===== config.mk =====
export PLATFORM = sky130hd
export DESIGN_NAME = slp_link_port
export DESIGN_NICKNAME = d
export VERILOG_FILES = /design/src/rtl/slp_pkg.sv /design/src/rtl/slp_tick_gen.sv /design/src/rtl/slp_ctrl.sv /design/src/rtl/slp_shifter.sv /design/src/rtl/slp_link_port.sv
export SDC_FILE = /design/constraint.sdc
export NUM_CORES = 1
export LEC_CHECK = 0
export BUFFER_PORTS_ARGS = -buffer_cell sky130_fd_sc_hd__clkbuf_2
export CAP_MARGIN = 10
export CORE_AREA = 2 2 50 63
export CTS_BUF_LIST = sky130_fd_sc_hd__clkbuf_8
export DETAILED_ROUTE_END_ITERATION = 10
export DIE_AREA = 0 0 52 65
export HOLD_SLACK_MARGIN = 0.15
export PLACE_DENSITY = 0.75
export SETUP_SLACK_MARGIN = 0.4
export SYNTH_ARGS = -nofsm -noshare
export SYNTH_HDL_FRONTEND = slang
export SYNTH_SLANG_ARGS = --single-unit

===== constraint.sdc =====
create_clock -name clk -period 1.55 [get_ports clk]
set_clock_uncertainty 0.05 [all_clocks]
set_input_delay 0 -clock clk [delete_from_list [all_inputs] [get_ports clk]]
set_output_delay 0 -clock clk [all_outputs]
set_load 0.05 [all_outputs]

===== src/rtl/slp_pkg.sv =====
// Package: slp_pkg
// Shared constants and types for the serial link port.
// Assumes register data is at least 8 bits wide so that the control bits fit.
package slp_pkg;

    // Register select codes
    typedef enum logic {
        SEL_DATA = 1'b0,
        SEL_CTRL = 1'b1
    } reg_sel_e;

    // Control bit positions (software visible, behaviour depends on them)
    localparam int CTL_START_BIT = 7;
    localparam int CTL_FAST_BIT  = 1;
    localparam int CTL_INTCLK_BIT = 0;

    // Decoded control register state
    typedef struct packed {
        logic start;
        logic fast;
        logic intclk;
    } ctl_t;

endpackage


===== src/rtl/slp_tick_gen.sv =====
// Module: slp_tick_gen
// Derives half-period ticks from a shared free-running divider.
// A tick fires in every cycle where the selected divider bit differs from
// the value it had one cycle earlier (both edge directions count).
// Assumes the divider advances by at most one step per cycle.
module slp_tick_gen #(
    parameter int DIV_W    = 16,
    parameter int SLOW_BIT = 8,
    parameter int FAST_BIT = 3
) (
    input  logic             clk,
    input  logic             rst_n,
    input  logic [DIV_W-1:0] div_i,
    input  logic             fast_i,
    input  logic             gate_i,
    output logic             tick_o
);

    localparam logic [DIV_W-1:0] SLOW_MASK = DIV_W'(1) << SLOW_BIT;
    localparam logic [DIV_W-1:0] FAST_MASK = DIV_W'(1) << FAST_BIT;

    logic [DIV_W-1:0] div_q;
    logic [DIV_W-1:0] sel_mask;
    logic             bit_flip;

    // Hold the previous divider value for change detection
    always_ff @(posedge clk) begin
        if (!rst_n) begin
            div_q <= '0;
        end else begin
            div_q <= div_i;
        end
    end

    // Pick the watched divider bit according to the current rate
    generate
        if (SLOW_BIT == FAST_BIT) begin : g_single_rate
            always_comb sel_mask = SLOW_MASK;
        end else begin : g_dual_rate
            always_comb sel_mask = fast_i ? FAST_MASK : SLOW_MASK;
        end
    endgenerate

    // A half-period tick is any change of the watched bit, qualified by the gate
    always_comb begin
        bit_flip = |((div_q ^ div_i) & sel_mask);
        tick_o   = bit_flip & gate_i;
    end

endmodule


===== src/rtl/slp_ctrl.sv =====
// Module: slp_ctrl
// Control register, half-period counter and completion interrupt.
// Starting a transfer loads HALF_TICKS. Each qualified tick counts it down and
// marks the tick as a falling (even count) or rising (odd count) phase. Reaching zero clears
// the start bit and pulses the interrupt at the same edge.
// Assumes adv_i is already gated by start, internal clock and no-write.
module slp_ctrl
    import slp_pkg::*;
#(
    parameter int HALF_TICKS = 16,
    parameter int CNT_W      = $clog2(HALF_TICKS + 1)
) (
    input  logic             clk,
    input  logic             rst_n,
    input  logic             ctl_wr_i,
    input  ctl_t             ctl_wdata_i,
    input  logic             adv_i,
    output ctl_t             ctl_o,
    output logic [CNT_W-1:0] cnt_o,
    output logic             fall_o,
    output logic             rise_o,
    output logic             irq_o
);

    localparam logic [CNT_W-1:0] CNT_LOAD = CNT_W'(HALF_TICKS);
    localparam logic [CNT_W-1:0] CNT_LAST = CNT_W'(1);

    ctl_t             ctl_q;
    logic [CNT_W-1:0] cnt_q;
    logic             irq_q;

    // Classify the current tick by the parity of the remaining count
    always_comb begin
        fall_o = adv_i & ~cnt_q[0];
        rise_o = adv_i &  cnt_q[0];
    end

    // Control register, count and single-cycle interrupt
    always_ff @(posedge clk) begin
        if (!rst_n) begin
            ctl_q <= '0;
            cnt_q <= '0;
            irq_q <= 1'b0;
        end else begin
            irq_q <= 1'b0;
            if (ctl_wr_i) begin
                ctl_q <= ctl_wdata_i;
                if (ctl_wdata_i.start) begin
                    cnt_q <= CNT_LOAD;
                end
            end else if (adv_i) begin
                cnt_q <= cnt_q - CNT_LAST;
                if (cnt_q == CNT_LAST) begin
                    ctl_q.start <= 1'b0;
                    irq_q       <= 1'b1;
                end
            end
        end
    end

    assign ctl_o = ctl_q;
    assign cnt_o = cnt_q;
    assign irq_o = irq_q;

endmodule


===== src/rtl/slp_shifter.sv =====
// Module: slp_shifter
// Data register with the serial shift path and the pin registers.
// Falling phase: clock low, MSB presented. Rising phase: clock high,
// register shifts left taking the incoming bit. A register write overrides.
// Assumes fall_i and rise_i never assert together.
module slp_shifter #(
    parameter int DATA_W = 8
) (
    input  logic              clk,
    input  logic              rst_n,
    input  logic              data_wr_i,
    input  logic [DATA_W-1:0] data_wdata_i,
    input  logic              fall_i,
    input  logic              rise_i,
    input  logic              sdin_i,
    output logic [DATA_W-1:0] data_o,
    output logic              sclk_o,
    output logic              sdout_o
);

    logic [DATA_W-1:0] data_q;
    logic              sclk_q;
    logic              sdout_q;

    // Data register: software write, else shift on the rising phase
    always_ff @(posedge clk) begin
        if (!rst_n) begin
            data_q <= '0;
        end else if (data_wr_i) begin
            data_q <= data_wdata_i;
        end else if (rise_i) begin
            data_q <= {data_q[DATA_W-2:0], sdin_i};
        end
    end

    // Pin registers: clock level per phase, outgoing bit on the falling phase
    always_ff @(posedge clk) begin
        if (!rst_n) begin
            sclk_q  <= 1'b1;
            sdout_q <= 1'b1;
        end else if (fall_i) begin
            sclk_q  <= 1'b0;
            sdout_q <= data_q[DATA_W-1];
        end else if (rise_i) begin
            sclk_q  <= 1'b1;
        end
    end

    assign data_o  = data_q;
    assign sclk_o  = sclk_q;
    assign sdout_o = sdout_q;

endmodule


===== src/rtl/slp_link_port.sv =====
// Module: slp_link_port
// Top of the byte serial link port: register port, divider-derived shift
// timing, shifter and completion interrupt.
// Assumes DATA_W >= 8 (the control bits live in the low byte) and that
// div_i is a free-running count shared with the rest of the chip.
module slp_link_port
    import slp_pkg::*;
#(
    parameter int DATA_W   = 8,
    parameter int DIV_W    = 16,
    parameter int SLOW_BIT = 8,
    parameter int FAST_BIT = 3
) (
    input  logic              clk,
    input  logic              rst_n,
    input  logic              reg_wr_en,
    input  logic              reg_sel,
    input  logic [DATA_W-1:0] reg_wdata,
    output logic [DATA_W-1:0] reg_rdata,
    input  logic [DIV_W-1:0]  div_i,
    input  logic              ser_din,
    output logic              ser_dout,
    output logic              ser_clk_o,
    output logic              irq_o
);

    localparam int HALF_TICKS = 2 * DATA_W;
    localparam int CNT_W      = $clog2(HALF_TICKS + 1);

    ctl_t              ctl;
    ctl_t              ctl_wval;
    logic [CNT_W-1:0]  cnt;
    logic [DATA_W-1:0] data_q;
    logic              ctl_wr;
    logic              data_wr;
    logic              tick_gate;
    logic              tick;
    logic              adv;
    logic              fall;
    logic              rise;
    logic              ctl_en;
    logic              ctl_int;

    // Decode register writes and the control fields being written
    always_comb begin
        ctl_wr          = reg_wr_en & (reg_sel == SEL_CTRL);
        data_wr         = reg_wr_en & (reg_sel == SEL_DATA);
        ctl_wval.start  = reg_wdata[CTL_START_BIT];
        ctl_wval.fast   = reg_wdata[CTL_FAST_BIT];
        ctl_wval.intclk = reg_wdata[CTL_INTCLK_BIT];
    end

    // Ticks count only during a transfer with the internal clock selected
    always_comb begin
        tick_gate = ctl.start & ctl.intclk;
        adv       = tick & ~reg_wr_en;
    end

    slp_tick_gen #(
        .DIV_W    (DIV_W),
        .SLOW_BIT (SLOW_BIT),
        .FAST_BIT (FAST_BIT)
    ) tick_i (
        .clk    (clk),
        .rst_n  (rst_n),
        .div_i  (div_i),
        .fast_i (ctl.fast),
        .gate_i (tick_gate),
        .tick_o (tick)
    );

    slp_ctrl #(
        .HALF_TICKS (HALF_TICKS),
        .CNT_W      (CNT_W)
    ) ctrl_i (
        .clk         (clk),
        .rst_n       (rst_n),
        .ctl_wr_i    (ctl_wr),
        .ctl_wdata_i (ctl_wval),
        .adv_i       (adv),
        .ctl_o       (ctl),
        .cnt_o       (cnt),
        .fall_o      (fall),
        .rise_o      (rise),
        .irq_o       (irq_o)
    );

    slp_shifter #(
        .DATA_W (DATA_W)
    ) shift_i (
        .clk          (clk),
        .rst_n        (rst_n),
        .data_wr_i    (data_wr),
        .data_wdata_i (reg_wdata),
        .fall_i       (fall),
        .rise_i       (rise),
        .sdin_i       (ser_din),
        .data_o       (data_q),
        .sclk_o       (ser_clk_o),
        .sdout_o      (ser_dout)
    );

    // Flat copies of control state for observation
    assign ctl_en  = ctl.start;
    assign ctl_int = ctl.intclk;

    // Read mux: control bits placed at their positions, others zero
    always_comb begin
        reg_rdata = '0;
        if (reg_sel == SEL_CTRL) begin
            reg_rdata[CTL_START_BIT]  = ctl.start;
            reg_rdata[CTL_FAST_BIT]   = ctl.fast;
            reg_rdata[CTL_INTCLK_BIT] = ctl.intclk;
        end else begin
            reg_rdata = data_q;
        end
    end

endmodule


Word-level counts from Yosys, hierarchy flattened
Index checks and enable logic that the tools add are counted.
- bits in registers: 35
- word-level logic and storage cells: 49
- input port bits: 29
- multiplexer cells: 15
- add/subtract/negate cells: 1
- eq/ne operators: 2
- reduce and logical (&&, ||, !) cells: 8
- bitwise gates (word level): 14
- operators by type and width (cell ; count):
    2-to-1 mux 5 bit ; 4
    bitwise AND 16 bit ; 1
    2-to-1 mux 8 bit ; 2
    OR reduction 16 bit ; 1
    bitwise XOR 16 bit ; 1
    2-to-1 mux 9 bit ; 1
    nonzero test 2 bit ; 4
    bitwise AND 1 bit ; 7
    2-to-1 mux 1 bit ; 7
    equality test 5 x 1 -> 1 bit, second input constant ; 1
    NOT 1 bit ; 5
    subtractor 5 x 1 -> 5 bit, second input constant ; 1
    AND reduction 2 bit ; 2
    OR reduction 3 bit ; 1
    2-to-1 mux 2 bit ; 1
    inequality test 2 bit, second input constant ; 1

Logic depth before layout (Yosys ltp)
Gate-level depths: netlist of run 1.
- depth after elaboration: 8
- gate-level depth with buffers: 6
- mapped depth without buffers: 5

Cells and area by module
Synthesis of run 1 repeated with hierarchy kept, for this count alone.
- cells, all modules: 115
- area total of the unflattened synthesis: 1202.4 um2
- modules (own cells, without submodules) (module ; instances ; cells an instance ; area each (um2)):
    slp_shifter ; 1 ; 41 ; 503.0
    slp_ctrl ; 1 ; 52 ; 483.0
    slp_link_port ; 1 ; 13 ; 128.9
    slp_tick_gen ; 1 ; 9 ; 87.6

Worst setup path after synthesis of run 1
Ideal clock, no wire load.
- kind: reg-to-reg
- start: register ctrl_i.ctl_q (netlist bit ctrl_i.ctl_o[1])
- end: register shift_i.data_q[0] (netlist: shift_i.data_o[0])
- data required time: 1378 ps
- slack: 161 ps
- data arrival time: 1217 ps
- stages on the path, launching flop included: 5
- library setup time: 122 ps
- buffers on the path: 1
- cell sequence: dfxtp_1 -> and4bb_4 -> a22o_4 -> buf_6 -> a221o_1
- cells in the longest elaborated chain, start to end: 7
- RTL lines (what ; RTL line ; text):
    start, declared ; slp_ctrl.sv:28 ; ctl_t ctl_q;
    start signal, assigned ; slp_ctrl.sv:47 ; ctl_q <= ctl_wdata_i;
    2-to-1 mux 9 bit ; slp_tick_gen.sv:40 ; always_comb sel_mask = fast_i ? FAST_MASK : SLOW_MASK;
    bitwise AND 16 bit ; slp_tick_gen.sv:46 ; bit_flip = |((div_q ^ div_i) & sel_mask);
    OR reduction 16 bit ; slp_tick_gen.sv:46 ;
    bitwise AND 1 bit ; slp_tick_gen.sv:47 ; tick_o = bit_flip & gate_i;
    bitwise AND 1 bit ; slp_link_port.sv:56 ; adv = tick & ~reg_wr_en;
    bitwise AND 1 bit ; slp_ctrl.sv:35 ; rise_o = adv_i & cnt_q[0];
    nonzero test 2 bit (no source line) ; -- ;
    end signal, assigned ; slp_shifter.sv:30 ; data_q <= data_wdata_i;
    end signal, assigned ; slp_shifter.sv:32 ; data_q <= {data_q[DATA_W-2:0], sdin_i};
    end, declared ; slp_shifter.sv:21 ; logic [DATA_W-1:0] data_q;
No other way between the ends.
A chain may end at the register's enable or synchronous reset.

Final worst setup path of run 1
- start: register ctrl_i.ctl_q (netlist bit ctrl_i.ctl_o[2])
- end: register ctrl_i.cnt_q[1] (netlist: ctrl_i.cnt_o[1])
- cells in the longest elaborated chain, start to end: 5
- RTL lines (what ; RTL line ; text):
    bitwise AND 1 bit ; slp_link_port.sv:55 ; tick_gate = ctl.start & ctl.intclk;
    bitwise AND 1 bit ; slp_tick_gen.sv:47 ;
    bitwise AND 1 bit ; slp_link_port.sv:56 ;
    nonzero test 2 bit (no source line) ; -- ;
    AND reduction 2 bit (no source line) ; -- ;
    end signal, assigned ; slp_ctrl.sv:52 ; cnt_q <= cnt_q - CNT_LAST;
    end, declared ; slp_ctrl.sv:29 ; logic [CNT_W-1:0] cnt_q;
No other way between the ends.

==> out/results.md, run 1 <==
| Step | Metric | Value |
| --- | --- | --- |
| status | Status | finished, final reports clean |
| clocking | TritonCTS clock tree | yes |
| min path | WHS Endpoint | ctrl_i.cnt_o[0] |
| worst setup path | Worst setup path startpoint | ctrl_i.ctl_o[2] |
| synth | Number of enable-type register cells in the synthesized netlist | 0 |
| synth | Cell type with the highest aggregate area in the netlist | sky130_fd_sc_hd__dfxtp_1 |
| clocking | Maximum buffer depth of the clock tree | 2 |
| die | Floorplan row count | 22 |
| sta | Final critical path time including I/O delays and setup | 1410 ps |
| cells and area | Growth of design area from synthesis to finish | 39.2% |
| sta | Highest attainable clock frequency | 709 MHz |
| worst setup path | Crit path launch type | flop |
| power and ir drop | Power density relative to cell area | 757 mW/mm² |
| synth | Gate count after technology mapping | 156 |
| worst setup path | Category of cells accounting for the largest share of critical-path delay | compound AO/OA/AOI/OAI gates |
| worst setup path | Worst Reg2Reg Path Length in Cells | 5 |
| synth | Dominant register cell in the synthesized netlist | sky130_fd_sc_hd__dfxtp_1 |
| sta | Final Hold Slack | 160 ps |
| place | Final weighted congestion in routability-driven placement | 0.835 |
| worst setup path | Crit path buf inv count | 1 |
| cells and area | Total inserted antenna cells | 0 |
| cells and area | Fraction of final layout cells sized beyond drive strength 1 | 30.5% |
| worst setup path | Largest stage delay, worst path | 350 ps |
| clocking | Clock-pin transition on the worst setup and hold timing paths | 80 ps |
| synth | Most used standard cell by instance count after synthesis | sky130_fd_sc_hd__nand2_1 |
| worst setup path | Launch point of the worst reg-to-reg path | ctrl_i.ctl_o[2] |
| global route | Antenna violations before repair | 0 |
| clocking | Number of clock sinks | 21 |
| synth | Post-synthesis instance area | 0.00121 mm² |
| place | Number of port buffers | 25 |
| min path | Worst hold path class | in -> reg |
| global route | Remaining global-route overflow | 0 |
| detailed routing | Remaining number of nets flagged by the antenna check after routing | 0 |
| sta | Worst relative slew slack | 76.3% |
| worst setup path | Endpoint of the lowest-slack register-to-register path | ctrl_i.cnt_o[1] |
| die | Height of the chip | 65 µm |
| synth | Syn_nets | 187 |
| global route | Pin count of the biggest net entering global routing | 26 |
| worst setup path | Worst Path Required | 1700 ps |
| clocking | Number of buffers created by CTS | 3 |
| synth | Number of synthesized register bits | 21 |
| sta | Transition time at the pin with the least slew margin | 356 ps |
| detailed routing | DR vias | 1,333 |
| die | DIE AREA | 0.00338 mm² |
| synth | Fraction of registers with async set/reset | 0% |
| sta | Setup-violating endpoint count in the final report | 0 |
| min path | Cell depth of the worst min-delay path | 3 |
| detailed routing | DRC | 0 |
| synth | Top post-synthesis cells by count | sky130_fd_sc_hd__nand2_1 (29), sky130_fd_sc_hd__nand3_1 (24), sky130_fd_sc_hd__dfxtp_1 (21) |
| global route | Global-route wire length before repair | 5.94 mm |
| global route | Global-route total usage across every layer | 22.7% |
| global route | Vias in the first global route | 1,315 |
| clocking | Skew-Pair Late Insertion Delay | 260 ps |
| worst setup path | Critical path start-end classification | reg -> reg |
| die | Boundary pin count | 40 |
| worst setup path | Largest fanout on the critical path | 7 |
| synth | Top area cells in the synthesized netlist | sky130_fd_sc_hd__dfxtp_1 (35%), sky130_fd_sc_hd__nand3_1 (9.9%), sky130_fd_sc_hd__nand2_1 (9.0%) |
| worst setup path | Cell with the largest stage delay on the worst path | sky130_fd_sc_hd__dfxtp_2 |
| detailed routing | Final wirelength | 3.53 mm |
| synth | Number of warning messages in the yosys log | 0 |
| synth | Post-Synthesis Mean Instance Area | 7.75 µm² |
| detailed routing | Mean routed wirelength per cell | 15.1 µm |
| die | Die W | 52 µm |
| clocking | Clock root buffer | sky130_fd_sc_hd__clkbuf_8 |
| synth | Seq/Total Area, Yosys | 34.8% |
| cells and area | Nets | 229 |
| power and ir drop | Max rail drop VDD | 0.510 mV |
| sta | RSZ-0062 raised after global routing | true |
| power and ir drop | Leakage power summed over all cells | 0.000741 µW |
| synth | Post-synth cell types | 34 |
| sta | Total Neg Setup Slack | 0 ps |
| worst setup path | Arrival time of data at the critical path endpoint | 1560 ps |
| detailed routing | Post-DR vias/cell | 5.72 |
| clocking | CTS H-tree lvls | 1 |
| detailed routing | Iteration-0 DRC count of the detailed router | 34 |
| worst setup path | Stages on worst setup path | 5 |
| detailed routing | 1st-pass router iterations | 4 |
| place | Half-perimeter wire length after detailed placement | 2.08 mm |
| sta | Pins over their slew limit | 0 |
| die | Initial cell density of the core | 42.6% |
| worst setup path | Series of cell instances along the critical path | and4b_2 -> a22oi_2 -> buf_4 -> nand3_2 -> a21oi_2 |
| die | Core area | 0.00284 mm² |
| flow run | Number of maximum-capacitance constraint violations | 0 |
| sta | Final count of hold timing violations | 0 |
| min path | Hold wc startpoint | rst_n |
| synth | Top-area cell type share of the netlist area | 34.8% |
| worst setup path | Worst setup EP type | flop |
| sta | Fin crit share | 91.0% |
| worst setup path | Register-to-register setup slack | 140 ps |
state kept, by name, indices dropped and copies added (netlist names):
| register | cells |
|---|---|
| tick_i.div_q | 2 |
| shift_i.data_o | 8 |
| shift_i.sdout_o | 1 |
| ctrl_i.cnt_o | 5 |
| ctrl_i.irq_o | 1 |
| shift_i.sclk_o | 1 |
| ctrl_i.ctl_o | 3 |
cells in the final DEF, fill, tap and decap left out, types with 3 or more instances in the layout:
| master | count |
|---|---|
| sky130_fd_sc_hd__nand2_1 | 29 |
| sky130_fd_sc_hd__nand3_1 | 23 |
| sky130_fd_sc_hd__clkbuf_2 | 18 |
| sky130_fd_sc_hd__dfxtp_1 | 14 |
| sky130_fd_sc_hd__dlygate4sd3_1 | 13 |
| sky130_fd_sc_hd__nor2_1 | 11 |
| sky130_fd_sc_hd__buf_4 | 11 |
| sky130_fd_sc_hd__a21oi_1 | 10 |
| sky130_fd_sc_hd__a221o_1 | 8 |
| sky130_fd_sc_hd__dfxtp_2 | 7 |
| sky130_fd_sc_hd__nor2b_1 | 6 |
| sky130_fd_sc_hd__and2_1 | 4 |
| sky130_fd_sc_hd__inv_1 | 3 |
| sky130_fd_sc_hd__clkbuf_8 | 3 |
worst reg2reg max path, delay by kind of cell, from the launching register on:
family / cells / cell delay, ps
buffers and inverters: 1 / 190
AOI/OAI and AO/OA: 2 / 420
and+or+nand+nor: 2 / 330
DFF: 1 / 350
cell families after synthesis:
| family | Yosys count | synth area share (%) |
|---|---|---|
| multiplexers | 3 | 2.79 |
| AND/OR/NAND/NOR | 84 | 34.6 |
| adder cells (fa/ha/maj) | 2 | 2.07 |
| flip-flops | 21 | 34.8 |
| buffers and inverters | 14 | 5.80 |
| XOR/XNOR | 2 | 1.45 |
| AO/OA/AOI/OAI | 30 | 18.5 |
stage by stage:
step           setup slack, ps  utilization, %  instance area (µm²)  cells  total power, µW
3_3_place_gp               151            48.1                 1360    211              842
2_1_floorplan              214               -                 1220    156              786
4_1_cts                    134            57.6                 1630    233             1250
3_5_place_dp               117            48.1                 1360    211              856
5_1_grt                   70.3            59.4                 1680    233             1330
6_report                   139            59.4                 1680    233             1270
routing by layer:
| layer | track usage, % | routed length, µm |
|---|---|---|
| met1 | 26.9 | 1450 |
| met2 | 40.2 | 1790 |
| met3 | 2.76 | 179 |
| met4 | 8.88 | 102 |
| met5 | 0 | 0 |
power by group:
part	switching [µW]	leakage [µW]	internal, µW
sequential	33.7	0.000175	574
clock	184	0.0000255	179
combinational	169	0.000541	134
cell type report:
| cell class | count | area, µm² |
|---|---|---|
| fill | 251 | 1150 |
| multi-input combinational | 122 | 801 |
| sequential | 21 | 429 |
| timing repair buffer | 46 | 344 |
| tap | 36 | 45.0 |
| clock buffer | 3 | 41.3 |
| inverter | 4 | 17.5 |
| clock inverter | 1 | 5.00 |
worst max path at each step:
stage | endpoint | slack [ps]
after global routing | ctrl_i.cnt_o[1] | 70
final | ctrl_i.cnt_o[1] | 140
after detailed placement | shift_i.data_o[4] | 120
after floorplan | shift_i.data_o[0] | 210
after CTS | ctrl_i.cnt_o[2] | 130
after global placement | ctrl_i.irq_o | 150
timing repair:
action                                  4_1_cts  5_1_grt
endpoints found under the hold margin        16        0
endpoints found under the setup margin       20       24
buffers inserted                              4        0
resized for setup                            14       20
pin swaps                                     8        3
gates cloned                                  1        0
hold buffers                                 13        0
Note: power is estimated with default switching activity, not from simulation.
==> inputs of run 2 (changes only) <==
Settings changed: SETUP_SLACK_MARGIN 0.4 to 0.2.
==> out/results.md, run 2 (synthesized netlist as in run 1, its figures left out) <==
| Step | Metric | Value |
| --- | --- | --- |
| sta | Highest attainable clock frequency | 689 MHz |
| place | Pre-CTS worst setup slack | 91.6 ps |
| clocking | CTS H-tree lvls | 1 |
| worst setup path | Arrival time of data at the critical path endpoint | 1560 ps |
| detailed routing | DRC | 0 |
| die | Floorplan row count | 22 |
| clocking | Clock-pin transition on the worst setup and hold timing paths | 80 ps |
| status | Status | finished, final reports clean |
| global route | Global-route total usage across every layer | 22.6% |
| min path | Worst hold path class | in -> reg |
| sta | Final count of hold timing violations | 0 |
| cells and area | Highest-count cells in the layout ignoring fill and taps | sky130_fd_sc_hd__nand2_1 (29), sky130_fd_sc_hd__clkbuf_2 (25), sky130_fd_sc_hd__nand3_1 (24) |
| sta | RSZ-0062 raised after global routing | true |
| worst setup path | Worst setup EP type | flop |
| detailed routing | Mean routed wirelength per cell | 15.1 µm |
| clocking | Skew-Pair Late Insertion Delay | 260 ps |
| sta | Final critical path time including I/O delays and setup | 1450 ps |
| sta | Transition time at the pin with the least slew margin | 359 ps |
| power and ir drop | Leakage power summed over all cells | 0.000742 µW |
| sta | Worst relative slew slack | 76.1% |
| worst setup path | Critical path start-end classification | reg -> reg |
| place | Final weighted congestion in routability-driven placement | 0.747 |
| detailed routing | 1st-pass router iterations | 5 |
| die | Die W | 52 µm |
| cells and area | Most common cell after layout, fill and taps aside | sky130_fd_sc_hd__nand2_1 |
| sta | Final Hold Slack | 164 ps |
| global route | Remaining global-route overflow | 0 |
| cells and area | End-of-flow core utilization | 58.9% |
| die | DIE AREA | 0.00338 mm² |
| global route | Antenna violations before repair | 0 |
| worst setup path | Worst Reg2Reg Path Length in Cells | 4 |
| cells and area | Growth of design area from synthesis to finish | 38.1% |
| detailed routing | Final wirelength | 3.58 mm |
| cells and area | Total inserted antenna cells | 0 |
| min path | Cell depth of the worst min-delay path | 4 |
| sta | Fin crit share | 93.7% |
| place | Number of port buffers | 25 |
| sta | Pins over their slew limit | 0 |
| global route | Global-route wire length before repair | 5.71 mm |
| clocking | Number of clock sinks | 21 |
| worst setup path | Register-to-register setup slack | 100 ps |
| worst setup path | Crit path launch type | flop |
| detailed routing | Post-DR vias/cell | 5.60 |
| global route | Vias in the first global route | 1,274 |
| power and ir drop | Power after layout | 1260 µW |
| clocking | Number of buffers created by CTS | 3 |
| die | Height of the chip | 65 µm |
| die | Core area | 0.00284 mm² |
| die | Boundary pin count | 40 |
| clocking | TritonCTS clock tree | yes |
| worst setup path | Largest fanout on the critical path | 6 |
| sta | Worst setup slack after layout | 97.9 ps |
| die | Initial cell density of the core | 42.6% |
| power and ir drop | Max rail drop VDD | 0.414 mV |
| detailed routing | Remaining number of nets flagged by the antenna check after routing | 0 |
| clocking | Clock root buffer | sky130_fd_sc_hd__clkbuf_8 |
| power and ir drop | Power density relative to cell area | 756 mW/mm² |
| sta | Setup-violating endpoint count in the final report | 0 |
| global route | Pin count of the biggest net entering global routing | 25 |
| clocking | Maximum buffer depth of the clock tree | 2 |
| cells and area | Number of filler instances in the final layout | 239 |
| detailed routing | Iteration-0 DRC count of the detailed router | 60 |
| place | Half-perimeter wire length after detailed placement | 2.05 mm |
| cells and area | Nets | 233 |
| flow run | Number of maximum-capacitance constraint violations | 0 |
| sta | Total Neg Setup Slack | 0 ps |
| worst setup path | Worst Path Required | 1660 ps |
| cells and area | Flip-flop count of the largest register, all copies and words added | 8 |
| cells and area | Fraction of final layout cells sized beyond drive strength 1 | 25.9% |
| detailed routing | DR vias | 1,327 |
==> run 2: cell count changes in the layout (fill, tap and decap cells not counted), moves of 2 or more <==
cell and change:
sky130_fd_sc_hd__clkbuf_4 -2, sky130_fd_sc_hd__dlygate4sd3_1 +3, sky130_fd_sc_hd__buf_4 -3, sky130_fd_sc_hd__clkbuf_2 +7
sky130_fd_sc_hd__dfxtp_2 -4, sky130_fd_sc_hd__dfxtp_1 +4
==> run 2: through the flow <==
stage          std cells  area, µm²
6_report             237       1670
5_1_grt              237       1670
4_1_cts              236       1650
3_5_place_dp         212       1360
3_3_place_gp         212       1360
2_1_floorplan        156       1210
==> run 2: per-layer routing <==
layer  up-vias  global-route usage [%]  wire [µm]
li1        650                       -          -
met2        64                    38.8       1830
met5         -                       0          0
met3         9                    3.23        191
met1       604                    26.0       1470
met4         0                    12.5         84
==> run 2: cell type report <==
type / instances / area (µm²) / share of cell area (%)
timing repair buffer: 49 / 345 / 20.7
sequential: 21 / 424 / 25.4
inverter: 4 / 17.5 / 1.05
multi-input combinational: 123 / 792 / 47.5
clock buffer: 3 / 41.3 / 2.47
tap: 36 / 45.0 / 2.70
clock inverter: 1 / 3.75 / 0.225
==> run 2: what timing repair did <==
action,in CTS,in global routing
hold buffers,16,0
gates cloned,2,0
resized for setup,7,3
pin swaps,5,3
setup endpoints to repair,13,16
setup buffers,2,1
hold endpoints to repair,14,0
==> run 2: power breakdown <==
part           total [µW]  internal (µW)  switching [µW]
combinational         292            124             167
sequential            606            573            33.5
clock                 364            177             187
total                1260            874             388
==> run 2: worst paths after layout <==
check                  start                 to
min reg2reg  ctrl_i.cnt_o[1]    ctrl_i.cnt_o[1]
min                    rst_n  shift_i.data_o[3]
max          ctrl_i.ctl_o[0]  shift_i.data_o[5]
max reg2reg  ctrl_i.ctl_o[0]  shift_i.data_o[5]
==> run 2: critical path: stages (launching register included) <==
cell and delay (ps):
sky130_fd_sc_hd__dfxtp_1 390, sky130_fd_sc_hd__and4b_2 330, sky130_fd_sc_hd__a22o_2 260, sky130_fd_sc_hd__nor2_1 70, sky130_fd_sc_hd__a221o_1 260
